`src/rtl/qseq_pkg.sv`:
```
package qseq_pkg;

  typedef enum logic [2:0] {
    S_IDLE  = 3'd0,
    S_READ  = 3'd1,
    S_WAIT1 = 3'd2,
    S_WR1   = 3'd3,
    S_SENT1 = 3'd4,
    S_WAIT2 = 3'd5,
    S_WR2   = 3'd6,
    S_SENT2 = 3'd7
  } qs_state_t;

  localparam int QS_MAXW = 32;

  // Trigger comparison over the low w bits.
  function automatic logic qs_is_trigger(input logic [QS_MAXW-1:0] b,
                                         input logic [QS_MAXW-1:0] t,
                                         input int w);
    logic [QS_MAXW-1:0] m;
    m = (w >= QS_MAXW) ? '1 : ((QS_MAXW'(1) << w) - QS_MAXW'(1));
    return ((b ^ t) & m) == '0;
  endfunction

  // Second-byte phase select.
  function automatic logic qs_second_phase(input qs_state_t s);
    return (s == S_WAIT2) || (s == S_WR2) || (s == S_SENT2);
  endfunction

endpackage

```
`src/rtl/qseq_hold.sv`:
```
module qseq_hold #(
  parameter int DW = 8,
  parameter int NB = 2
) (
  input  logic                  clk,
  input  logic                  rst,
  input  logic                  load,
  input  logic [NB-1:0][DW-1:0] din,
  input  logic [$clog2(NB)-1:0] sel,
  output logic [DW-1:0]         dout
);
  logic [NB-1:0][DW-1:0] hold_q;

  for (genvar i = 0; i < NB; i++) begin : g_slot
    always_ff @(posedge clk) begin
      if (rst)       hold_q[i] <= '0;
      else if (load) hold_q[i] <= din[i];
    end
  end

  assign dout = hold_q[sel];
endmodule

```
`src/rtl/qseq_fsm.sv`:
```
module qseq_fsm
  import qseq_pkg::*;
#(
  parameter int DW = 8,
  parameter logic [DW-1:0] TRIG = 8'h31
) (
  input  logic          clk,
  input  logic          rst,
  input  logic          rx_ready,
  input  logic [DW-1:0] rx_byte,
  input  logic          tx_idle,
  output logic          rd_pulse,
  output logic          wr_pulse,
  output logic          hit,
  output logic          capture,
  output logic          sel_y,
  output qs_state_t     state
);
  qs_state_t state_q, state_d;

  assign hit = qs_is_trigger(QS_MAXW'(rx_byte), QS_MAXW'(TRIG), DW);

  always_comb begin
    state_d = state_q;
    unique case (state_q)
      S_IDLE:  if (rx_ready) state_d = S_READ;
      S_READ:  state_d = hit ? S_WAIT1 : S_IDLE;
      S_WAIT1: if (tx_idle)  state_d = S_WR1;
      S_WR1:   state_d = S_SENT1;
      S_SENT1: if (!tx_idle) state_d = S_WAIT2;
      S_WAIT2: if (tx_idle)  state_d = S_WR2;
      S_WR2:   state_d = S_SENT2;
      S_SENT2: if (!tx_idle) state_d = S_IDLE;
      default: state_d = S_IDLE;
    endcase
  end

  always_ff @(posedge clk) begin
    if (rst) state_q <= S_IDLE;
    else     state_q <= state_d;
  end

  assign rd_pulse = (state_q == S_READ);
  assign wr_pulse = (state_q == S_WR1) || (state_q == S_WR2);
  assign capture  = rd_pulse && hit;
  assign sel_y    = qs_second_phase(state_q);
  assign state    = state_q;
endmodule

```
`src/rtl/uart_query_seq.sv`:
```
module uart_query_seq
  import qseq_pkg::*;
#(
  parameter int DW = 8,
  parameter logic [DW-1:0] TRIG = 8'h31
) (
  input  logic          clk,
  input  logic          rst,
  input  logic          rx_ready,
  input  logic [DW-1:0] rx_byte,
  output logic          rd_pulse,
  input  logic          tx_idle,
  output logic          wr_pulse,
  output logic [DW-1:0] tx_byte,
  input  logic [DW-1:0] x_in,
  input  logic [DW-1:0] y_in
);
  localparam int NB = 2;

  // Internal events for the checker.
  logic      ev_hit;
  logic      ev_capture;
  logic      ev_sel_y;
  qs_state_t ev_state;

  qseq_fsm #(.DW(DW), .TRIG(TRIG)) u_fsm (
    .clk      (clk),
    .rst      (rst),
    .rx_ready (rx_ready),
    .rx_byte  (rx_byte),
    .tx_idle  (tx_idle),
    .rd_pulse (rd_pulse),
    .wr_pulse (wr_pulse),
    .hit      (ev_hit),
    .capture  (ev_capture),
    .sel_y    (ev_sel_y),
    .state    (ev_state)
  );

  qseq_hold #(.DW(DW), .NB(NB)) u_hold (
    .clk  (clk),
    .rst  (rst),
    .load (ev_capture),
    .din  ({y_in, x_in}),
    .sel  (ev_sel_y),
    .dout (tx_byte)
  );
endmodule

```
`config.mk`:
```
export PLATFORM = sky130hd
export DESIGN_NAME = uart_query_seq
export DESIGN_NICKNAME = d
export VERILOG_FILES = /design/src/rtl/qseq_pkg.sv /design/src/rtl/qseq_hold.sv /design/src/rtl/qseq_fsm.sv /design/src/rtl/uart_query_seq.sv
export SDC_FILE = /design/constraint.sdc
export NUM_CORES = 1
export LEC_CHECK = 0
export BUFFER_PORTS_ARGS = -buffer_cell sky130_fd_sc_hd__buf_2
export CAP_MARGIN = 10
export CORE_UTILIZATION = 46
export DETAILED_ROUTE_END_ITERATION = 12
export GPL_TIMING_DRIVEN = 0
export PLACE_DENSITY = 0.83
export SYNTH_ARGS = -nofsm -noshare
export SYNTH_HDL_FRONTEND = slang
export SYNTH_HIERARCHICAL = 1
export SYNTH_SLANG_ARGS = --single-unit
```
`constraint.sdc`:
```
create_clock -name clk -period 1.7 [get_ports clk]
set_input_delay 0.085 -clock clk [delete_from_list [all_inputs] [get_ports clk]]
set_output_delay 0.085 -clock clk [all_outputs]
set_load 0.03 [all_outputs]
```
Word level (Yosys, flattened, before mapping). Cells that the tools add are included.

Bitwise gates (word level): 1. $lt $le $gt $ge: 1. Reductions and logical operators: 7. Multiplexer cells: 9. Eq/ne operators: 12.

Operators with widths (count): $logic_not A32 Y1 (1); $pmux W3 S8 (1); $mux W8 (2); $mux W3 (5); $eq A3 B3 Y1 const B (4); $ne A2 B2 Y1 const B (5); $eq A3 B2 Y1 const B (2); $reduce_and A5 Y1 (1); $eq A3 B1 Y1 const B (1); $logic_not A3 Y1 (1); $logic_or A1 B1 Y1 (3); $not A3 Y3 (1); $lt A1 B2 Y1 const B (1); $mux W2 (1); $logic_and A1 B1 Y1 (1).

Word-level logic and storage cells: 33. Bits of input ports: 28. Register bits after elaboration: 19.

Longest topological paths before layout. Gate-level depths: netlist (run 1).

Depth in word-level cells: 5. Gate-level depth with buffers: 7.

Modules after synthesis. The synthesis (run 1) kept the hierarchy.

By module, submodules not included: qseq_hold (area an instance 675.6 um^2, instances 1, seq. area each 320.3 um^2, cells an instance 61); qseq_fsm (area an instance 220.2 um^2, instances 1, seq. area each 60.1 um^2, cells an instance 26).

Worst setup path after synthesis (run 1). Ideal clock, no wire load.

Kind: reg-to-reg. From: register u_fsm.state_q[2], in the netlist u_fsm/state[2]. To: register u_hold/hold_q[0] in the netlist's numbering. Setup slack: -449 ps. Cell stages (with the launch flop): 8. Data required time: 1583 ps. Setup time: 117 ps. Arrival time: 2032 ps. Cell sequence: dfxtp_1 > clkbuf_1 > nor3b_1 > and2_1 > buf_6 > buf_12 > mux2i_1 > nor2_1.

Cells in the longest elaborated chain, start to end: 2.

RTL lines: start: declaration (RTL line qseq_fsm.sv:19) `qs_state_t state_q, state_d;`; start signal: assignment (RTL line qseq_fsm.sv:40) `else state_q <= state_d;`; $eq A3 B1 Y1 (RTL line qseq_fsm.sv:43) `assign rd_pulse = (state_q == S_READ);`; via rd_pulse (RTL line uart_query_seq.sv:11) `output logic rd_pulse,`; $logic_and A1 B1 Y1 (RTL line qseq_fsm.sv:45) `assign capture = rd_pulse && hit;`; via ev_capture (RTL line uart_query_seq.sv:22) `logic ev_capture;`; end signal: indexed assignment (RTL line qseq_hold.sv:17) `else if (load) hold_q[i] <= din[i];`; end: declaration (RTL line qseq_hold.sv:12) `logic [NB-1:0][DW-1:0] hold_q;`.

The timed path passes the listed nets, and every way through them passes these cells. A chain may end at the register's enable or synchronous reset.

Final worst setup path (run 1).
From: register u_fsm.state_q[0], in the netlist u_fsm/state[0]. To: output port tx_byte[3].

Cells in the longest elaborated chain, start to end: 5. Elaborated cells between the ends (all ways): 7. Classes of those cells: eq/ne: 3; mux: 2; reduce/logical: 2.

RTL lines: $eq A3 B3 Y1 (RTL line qseq_pkg.sv:27) `return (s == S_WAIT2) || (s == S_WR2) || (s == S_SENT2);`; $logic_or A1 B1 Y1 (RTL line qseq_pkg.sv:27); $logic_or A1 B1 Y1 (*) (RTL line qseq_pkg.sv:27); via ev_sel_y (RTL line uart_query_seq.sv:23) `logic ev_sel_y;`; $mux W8 (not written as such) (*) (2 in series) (RTL line qseq_hold.sv:21) `assign dout = hold_q[sel];`; end: declaration (RTL line uart_query_seq.sv:14) `output logic [DW-1:0] tx_byte,`.

Mark *: on every way through the listed nets, which the timed path passes. The rest lies on a longest branch. The select of a mux whose other input is x is not followed.

==> results of run 1 <==
## where the power goes
group | switching, W | internal [W] | total, W
clock network | 0.000145 | 0.0000879 | 0.000233
registers | 0.00000663 | 0.000451 | 0.000458
logic | 0.0000501 | 0.0000574 | 0.000107
## cell usage in the layout (no fill, tap or decap)
| cell type | n |
|---|---|
| buf_2 | 32 |
| nor2_1 | 18 |
| mux2i_1 | 16 |
| dfxtp_1 | 16 |
| buf_4 | 10 |
| mux2_2 | 7 |
| clkbuf_4 | 3 |
| dfxtp_4 | 3 |
| buf_6 | 2 |
| nand2_1 | 2 |
| nand2b_1 | 2 |
| nor2b_1 | 2 |
| a21oi_1 | 2 |
| clkinv_2 | 1 |
| dlygate4sd3_1 | 1 |
| nor3b_4 | 1 |
| or4b_4 | 1 |
| nor4_4 | 1 |
| and2_1 | 1 |
| a21boi_0 | 1 |
| o21bai_1 | 1 |
| nand3b_1 | 1 |
| and3_1 | 1 |
| inv_1 | 1 |
| a211oi_1 | 1 |
| a31o_1 | 1 |
| a311oi_1 | 1 |
| mux2_4 | 1 |
| buf_1 | 1 |
| buf_12 | 1 |
## area by class of cell
type	count	area [µm²]
fill	140	559
multi-input combinational	61	478
sequential	19	392
timing repair buffer	42	244
buffer	5	47.5
tap	25	31.3
clock buffer	3	22.5
clock inverter	1	5.00
inverter	1	3.75
## per-layer routing
metal | vias up | share of wire
met2 | 23 | 0.53
met5 | - | 0
met3 | 2 | 0.031
met4 | 0 | 0.0091
li1 | 390 | -
met1 | 360 | 0.43
## what timing repair did
action,4_1_cts,5_1_grt
hold buffers,1,0
setup endpoints to repair,8,8
gates cloned,0,0
pin swaps,0,0
setup buffers,0,4
hold endpoints to repair,1,0
gates resized for setup,5,16
## registers in the layout, summed over array words and instances (netlist names)
register,count
u_hold/hold_q,16
u_fsm/state,3
## synth_stat cells
| library cell | number | area (µm²) |
|---|---|---|
| dfxtp_1 | 19 | 380 |
| nor2_1 | 18 | 67.6 |
| mux2i_1 | 16 | 160 |
| mux2_2 | 8 | 90.1 |
| a21oi_1 | 2 | 10.0 |
| buf_2 | 2 | 10.0 |
| nand2_1 | 2 | 7.51 |
| nand2b_1 | 2 | 12.5 |
| nor2b_1 | 2 | 12.5 |
| a211oi_1 | 1 | 7.51 |
| a21boi_0 | 1 | 7.51 |
| a311oi_1 | 1 | 8.76 |
| a31o_1 | 1 | 8.76 |
| and2_1 | 1 | 6.26 |
| and3_1 | 1 | 6.26 |
| buf_1 | 1 | 3.75 |
| buf_12 | 1 | 20.0 |
| buf_6 | 1 | 11.3 |
| clkbuf_1 | 1 | 3.75 |
| inv_1 | 1 | 3.75 |
| nand3b_1 | 1 | 7.51 |
| nor3b_1 | 1 | 7.51 |
| nor4_4 | 1 | 21.3 |
| o21bai_1 | 1 | 7.51 |
| or4b_4 | 1 | 13.8 |
## metrics by stage
stage	utilization	std cells	hold slack (ps)	total power, W	TNS, ps
after floorplan	-	87	157	0.000518	0
after global placement	0.630	149	311	0.000559	0
after detailed placement	0.630	149	322	0.000563	-299
after CTS	0.654	153	6.87	0.000796	0
after global routing	0.686	157	18.1	0.000833	-4.07
final	0.686	157	10.7	0.000798	0
## final timing paths
check / startpoint / endpoint / slack, ps / cells after the start
min: y_in[2] / u_hold/hold_q[10] / 10 / 3
max reg2reg: u_fsm/state[2] / u_hold/hold_q[13] / 100 / 7
min reg2reg: u_fsm/state[0] / u_fsm/state[2] / 500 / 1
max: u_fsm/state[0] / tx_byte[3] / 80 / 5
## kinds of logic (layout without fill, tap and decap cells)
kind of cell	after synthesis	count (layout)	share of synthesized area
AOI/OAI and AO/OA	7	7	0.0559
buffers and inverters	7	52	0.0586
DFF	19	19	0.425
muxes	24	24	0.279
and+or+nand+nor	30	30	0.182
## worst reg2reg max path: stages, from the launching register on
cell and delay, ps:
dfxtp_4 380, buf_4 140, nor3b_4 210, and2_1 170, buf_6 160, buf_12 150
mux2i_1 230, nor2_1 70
==> impl_metrics.csv, run 1 <==
group,metric,value,unit
routing,vias,775,
placement,hpwl,1430,µm
grt,grt_pass1_wl,2960,µm
worst_setup_path,arrival,1530,ps
clock_tree,clockRootBuffer,"clkbuf_4",
timing,fin_ws,82.0,ps
routing,drc,0,
floorplanning,io_pins,38,
timing,max_clock_freq,618,MHz
routing,vias_per_cell,4.94,
synth,syn_avg_cell_area,10.3,µm²
routing,first_iter_violations,13,
worst_setup_path,slowest_stage,"dfxtp_4",
timing,relSlewSlack,0.829,
placement,dp_slack,-62.7,ps
timing,setup_viol,0,
clock_tree,clk_pin_slew_worst_paths,110,ps
timing,min_period_over_period,0.952,
placement,placed_area,1120,µm²
routing,dr.pass1.iters,4,
placement,gp_congestion,0.656,
timing,rsz0062_at_grt,"yes",
floorplanning,num_rows,15,
synth,netlist_area,896,µm²
grt,top_usage_layer,"met2",
routing,routed_wl,1980,µm
clock_tree,cts_buffers,3,
grt,grt_pass1_vias,697,
grt,track_usage,0.201,
grt,use_met3,0.0392,
synth,synth_cell_types,25,
timing,period_minus_slack,1620,ps
power_and_ir_drop,power_density,652,nW/µm²
clock_tree,cts_tree,"done",
grt,use_met1,0.236,
synth,postSynthCellCount,87,
worst_setup_path,cp.required,1620,ps
worst_setup_path,cp_top_family,"flip-flops",
timing,finalHoldViolations,0,
synth,synth.net_count,115,
timing,slew_viol_final,0,
power_and_ir_drop,p_leak,0.522,nW
cells_and_area,drive_gt1_frac,0.477,
clock_tree,numClockSinks,19,
synth,ys_ff_latch,19,
worst_setup_path,startpoint_type,"flop",
hold_path,hp-class,"primary input to flop",
clock_tree,htree_levels,1,
synth,yosys_warnings,6,
routing,avgRoutedWirePerCell,12.6,µm
worst_setup_path,path_buf_inv,2,
timing,clock_skew,6.02,ps
cells_and_area,final_area,1220,µm²
worst_setup_path,path_cells,"nor2_1 > nor2b_1 > buf_4 > mux2_2 > buf_4",
placement,port_buffers,37,
clock_tree,insertion_delay,300,ps
clock_tree,cts.path.max_buffers,2,
cells_and_area,num_antenna_cells,0,
worst_setup_path,worstSetupEndpointType,"primary output",
floorplanning,die_h,46.1,µm
worst_setup_path,slowest_delay,380,ps
cells_and_area,syn_to_final_growth,36.6,%
grt,met2_usage,0.344,
worst_setup_path,crit_type,"flop to primary output",
grt,grt_max_degree,12,
cells_and_area,nNetsFinal,161,
grt,grt-ovfl-total,0,
floorplanning,core_area,1780,µm²
grt,antenna_found_initial,0,
synth,ys_seq_area_frac,0.425,
floorplanning,start_util,0.502,
routing,antenna_left,0,
worst_setup_path,crit_top_cell,"buf_4",
job,maxCapViolCount,0,
status,outcome,"finished, final reports clean",
worst_setup_path,cp_max_fo,8,
floorplanning,dieArea,2130,µm²
timing,worstMarginPinSlew,257,ps
power_and_ir_drop,vdd_ir_drop_max,0.320,mV
floorplanning,die_x,46.1,µm
Power figures use the tool's default switching activity.
==> run 2, diff against run 1 <==
Settings changed: GPL_TIMING_DRIVEN 0 to 1.
==> run 2 against run 1 <==
  * Largest cell class unchanged
  * Clock power shrank 6%
  * Sequential share of layout area up 0.77 points
  * Highest routed layer unchanged
  * Wire length shrank 2.3%
  * Hold slack better by 16 ps
  * Register-to-register slack improved by 110 ps
  * Cell count decreased by 0.64%
  * Critical path depth did not move
  * Die area stayed put
  * Critical path type unchanged
  * Power shrank 1.7%
  * Non-clock buffer count shrank 1
==> impl_metrics.csv, run 2 (synthesized netlist as in run 1, its figures left out) <==
group,metric,value,unit
timing,holdWs,27.1,ps
worst_setup_path,path_cells,"nor2_1 > nor2b_2 > buf_4 > mux2_2 > buf_2",
worst_setup_path,worstSetupEndpointType,"primary output",
grt,grt-ovfl-total,0,
worst_setup_path,startpoint_type,"flop",
routing,first_iter_violations,15,
clock_tree,clockRootBuffer,"clkbuf_4",
floorplanning,dieArea,2130,µm²
routing,antenna_left,0,
worst_setup_path,arrival,1550,ps
clock_tree,insertion_delay,290,ps
power_and_ir_drop,power_density,656,nW/µm²
cells_and_area,syn_to_final_growth,33.4,%
placement,gp_congestion,0.603,
floorplanning,num_rows,15,
clock_tree,cts_buffers,3,
timing,relSlewSlack,0.759,
cells_and_area,largest_register_ffs,16,
routing,dr.pass1.iters,4,
worst_setup_path,slowest_stage,"dfxtp_4",
clock_tree,holdBufCountCts,0,
worst_setup_path,cp_max_fo,5,
floorplanning,die_h,46.1,µm
grt,grt_pass1_vias,709,
power_and_ir_drop,vdd_ir_drop_max,0.654,mV
timing,finalHoldViolations,0,
routing,drc,0,
timing,setup_viol,0,
timing,period_minus_slack,1630,ps
cells_and_area,final_cell_mix,"buf_2 (37), nor2_1 (18), mux2i_1 (16), dfxtp_1 (16)",
job,maxCapViolCount,0,
clock_tree,cts_tree,"done",
timing,slew_viol_final,0,
routing,avgRoutedWirePerCell,12.4,µm
floorplanning,core_area,1780,µm²
worst_setup_path,slowest_delay,380,ps
floorplanning,start_util,0.502,
clock_tree,numClockSinks,19,
routing,routed_wl,1930,µm
clock_tree,cts.path.max_buffers,2,
cells_and_area,drive_gt1_frac,0.489,
timing,min_period_over_period,0.959,
clock_tree,htree_levels,1,
grt,antenna_found_initial,0,
floorplanning,die_x,46.1,µm
routing,vias_per_cell,4.97,
grt,grt_pass1_wl,2880,µm
cells_and_area,num_antenna_cells,0,
grt,track_usage,0.200,
timing,max_clock_freq,613,MHz
timing,clock_skew,2.80,ps
cells_and_area,final_common_cell,"buf_2",
placement,port_buffers,37,
clock_tree,clk_pin_slew_worst_paths,90,ps
timing,worstMarginPinSlew,362,ps
timing,final.setup.tns,0,ps
worst_setup_path,cp.required,1620,ps
hold_path,hp-class,"primary input to flop",
status,outcome,"finished, final reports clean",
grt,grt_max_degree,21,
power_and_ir_drop,p_leak,0.519,nW
worst_setup_path,crit_type,"flop to primary output",
routing,vias,775,
timing,rsz0062_at_grt,"no",
placement,hpwl,1420,µm
cells_and_area,regMostFlops,"u_hold/hold_q",
cells_and_area,nNetsFinal,160,
power_and_ir_drop,p_total,0.000784,W
floorplanning,io_pins,38,
-- run 2: cell count changes in the layout (fill, tap and decap cells not counted), sizes merged --
| cell | change |
|---|---|
| dlygate4sd3 | -1 |
| clkbuf | +1 |
| clkinv | -1 |
-- run 2: repair_timing --
| action | in CTS | in global routing |
|---|---|---|
| endpoints found under the hold margin | 0 | 0 |
| buffers inserted | 1 | 4 |
| setup endpoints to repair | 8 | 8 |
| resized for setup | 6 | 1 |
-- run 2: per-stage QoR --
stage               utilization  worst slack, ps  std cells  cell area (µm²)
floorplan                     -             24.1         87              907
global placement          0.627             54.9        147             1120
detailed placement        0.627             7.13        147             1120
CTS                       0.652             4.95        152             1160
global route              0.670             6.57        156             1190
finish                    0.670             69.4        156             1190
-- run 2: worst paths after layout --
kind | start | to | cells after the start | slack [ps]
max | u_fsm/state[0] | tx_byte[4] | 5 | 70
max reg2reg | u_fsm/state[2] | u_hold/hold_q[13] | 6 | 210
min reg2reg | u_hold/hold_q[4] | u_hold/hold_q[4] | 2 | 500
min | x_in[2] | u_hold/hold_q[2] | 3 | 30
-- run 2: worst max-delay path: cells and delay by family, from the launching register on --
family	cells	cell delay, ps
buffers and inverters	2	340
DFF	1	380
muxes	1	330
and+or+nand+nor	2	210
-- run 2: final cells by class --
cell class,instances,area [µm²]
fillers,147,588
multi-input cells,61,477
flip-flops and latches,19,392
repair buffers,46,265
well taps,25,31.3
clock buffers,4,26.3
inverters,1,3.75
-- run 2: power breakdown --
| part | internal [W] | switching, W | total [W] |
|---|---|---|---|
| registers | 0.000451 | 0.00000574 | 0.000457 |
| logic | 0.0000564 | 0.0000519 | 0.000108 |
| clock network | 0.0000914 | 0.000128 | 0.000219 |
| total | 0.000599 | 0.000185 | 0.000784 |
-- run 2: routing by layer --
| layer | vias up | track usage | routed length (µm) |
|---|---|---|---|
| met4 | 0 | 0.100 | 34 |
| met3 | 4 | 0.0706 | 95 |
| met5 | - | 0 | 0 |
| met1 | 355 | 0.209 | 782 |
| met2 | 26 | 0.349 | 1020 |
| li1 | 390 | - | - |
==> run 3, diff against run 2 <==
Settings changed: CORE_ASPECT_RATIO set to 1.25, REMOVE_ABC_BUFFERS set to 1.
==> run 3 against run 2 <==
  * Cell area decreased by 3.6%
  * Power is 0.87% lower
  * Flip-flop and latch count stayed put
  * Critical path type unchanged
  * Cell count fell by 5.8%
  * Count of clock-buffer cells in the layout shrank 1
==> impl_metrics.csv, run 3 (synthesized netlist as in run 1, its figures left out) <==
group,metric,value,unit
status,outcome,"finished, final reports clean",
grt,track_usage,0.155,
routing,vias_per_cell,4.97,
timing,setup_viol,0,
clock_tree,insertion_delay,290,ps
clock_tree,cts_buffers,3,
timing,relSlewSlack,0.778,
routing,drc,0,
timing,period_minus_slack,1620,ps
routing,avgRoutedWirePerCell,11.2,µm
cells_and_area,nNetsFinal,157,
clock_tree,clk_pin_slew_worst_paths,100,ps
timing,worstMarginPinSlew,333,ps
worst_setup_path,startpoint,"u_fsm/state[1]",
cells_and_area,regMostFlops,"u_hold/hold_q",
job,maxCapViolCount,0,
floorplanning,io_pins,38,
floorplanning,die_x,41.5,µm
cells_and_area,syn_to_final_growth,28.6,%
routing,dr.pass1.iters,3,
floorplanning,dieArea,2130,µm²
routing,vias,730,
timing,finalHoldViolations,0,
cells_and_area,num-fill-cells,172,
timing,holdWs,23.9,ps
floorplanning,die_h,51.3,µm
worst_setup_path,rr_startpoint,"u_fsm/state[0]",
hold_path,hp-class,"primary input to flop",
timing,clock_skew,3.08,ps
power_and_ir_drop,power_density,674,nW/µm²
worst_setup_path,crit_type,"flop to primary output",
routing,first_iter_violations,6,
placement,hpwl,1290,µm
placement,gp_congestion,0.655,
floorplanning,start_util,0.501,
clock_tree,numClockSinks,19,
worst_setup_path,startpoint_type,"flop",
grt,grt_pass1_vias,643,
cells_and_area,drive_gt1_frac,0.469,
cells_and_area,largest_register_ffs,16,
grt,grt-ovfl-total,0,
worst_setup_path,worstSetupEndpointType,"primary output",
clock_tree,holdBufCountCts,0,
power_and_ir_drop,vdd_ir_drop_max,0.444,mV
grt,antenna_found_initial,0,
clock_tree,clockRootBuffer,"clkbuf_4",
cells_and_area,num_antenna_cells,0,
clock_tree,htree_levels,1,
timing,final.setup.tns,0,ps
cells_and_area,final_common_cell,"buf_2",
floorplanning,num_rows,17,
grt,grt_pass1_wl,2560,µm
floorplanning,core_area,1790,µm²
placement,port_buffers,37,
timing,slew_viol_final,0,
worst_setup_path,arrival,1540,ps
worst_setup_path,cp_max_fo,8,
routing,antenna_left,0,
power_and_ir_drop,p_leak,0.502,nW
routing,routed_wl,1640,µm
hold_path,worstHoldStart,"y_in[0]",
worst_setup_path,cp.required,1620,ps
clock_tree,cts_tree,"done",
timing,max_clock_freq,616,MHz
timing,min_period_over_period,0.954,
cells_and_area,final_cell_mix,"buf_2 (37), nor2_1 (18), mux2i_1 (16), dfxtp_1 (16), mux2_2 (8)",
clock_tree,cts.path.max_buffers,2,
grt,grt_max_degree,21,
-- run 3: power breakdown --
part | switching, W | internal [W]
sequential | 0.00000825 | 0.000451
combinational | 0.0000440 | 0.0000553
clock | 0.000131 | 0.0000874
-- run 3: path summary, 6_finish.rpt --
check | endpoint | slack (ps) | depth (start not counted)
setup reg to reg | u_hold/hold_q[11] | 250 | 6
hold / removal | u_hold/hold_q[8] | 20 | 3
hold reg to reg | u_hold/hold_q[0] | 500 | 2
setup / recovery | tx_byte[1] | 80 | 5
-- run 3: cell type report --
cell class,instances,area (µm²),area share
well taps,19,23.8,0.0206
clock buffers,3,22.5,0.0195
repair buffers,43,243,0.211
flip-flops and latches,19,392,0.340
inverters,1,3.75,0.00326
multi-input cells,61,463,0.402
clock inverters,1,5.00,0.00434
-- run 3: timing repair --
item / in CTS / in global routing
resized for setup: 3 / 3
endpoints found under the hold margin: 0 / 0
setup endpoints to repair: 8 / 8
buffers inserted: 0 / 3
-- run 3: worst max-delay path, cell delays in order, from the launching register on --
cell and delay (ps):
dfxtp_4 380, nor2_1 60, nor2b_1 110, buf_4 180, mux2_2 350, buf_2 180
-- run 3: per-layer routing --
metal  GRT usage  part of all wire
met5           0                 0
met4      0.0645             0.018
met3      0.0283             0.046
met2       0.313              0.54
met1       0.150              0.39
-- run 3: through the flow --
step / power (W) / utilization / instances / instance area [µm²] / worst slack, ps
6_report: 0.000777 / 0.645 / 147 / 1150 / 77.6
5_1_grt: 0.000817 / 0.645 / 147 / 1150 / -6.88
4_1_cts: 0.000780 / 0.628 / 144 / 1120 / 33.6
3_5_place_dp: 0.000559 / 0.611 / 140 / 1090 / 39.7
3_3_place_gp: 0.000556 / 0.611 / 140 / 1090 / 87.0
2_1_floorplan: 0.000506 / - / 81 / 847 / -686
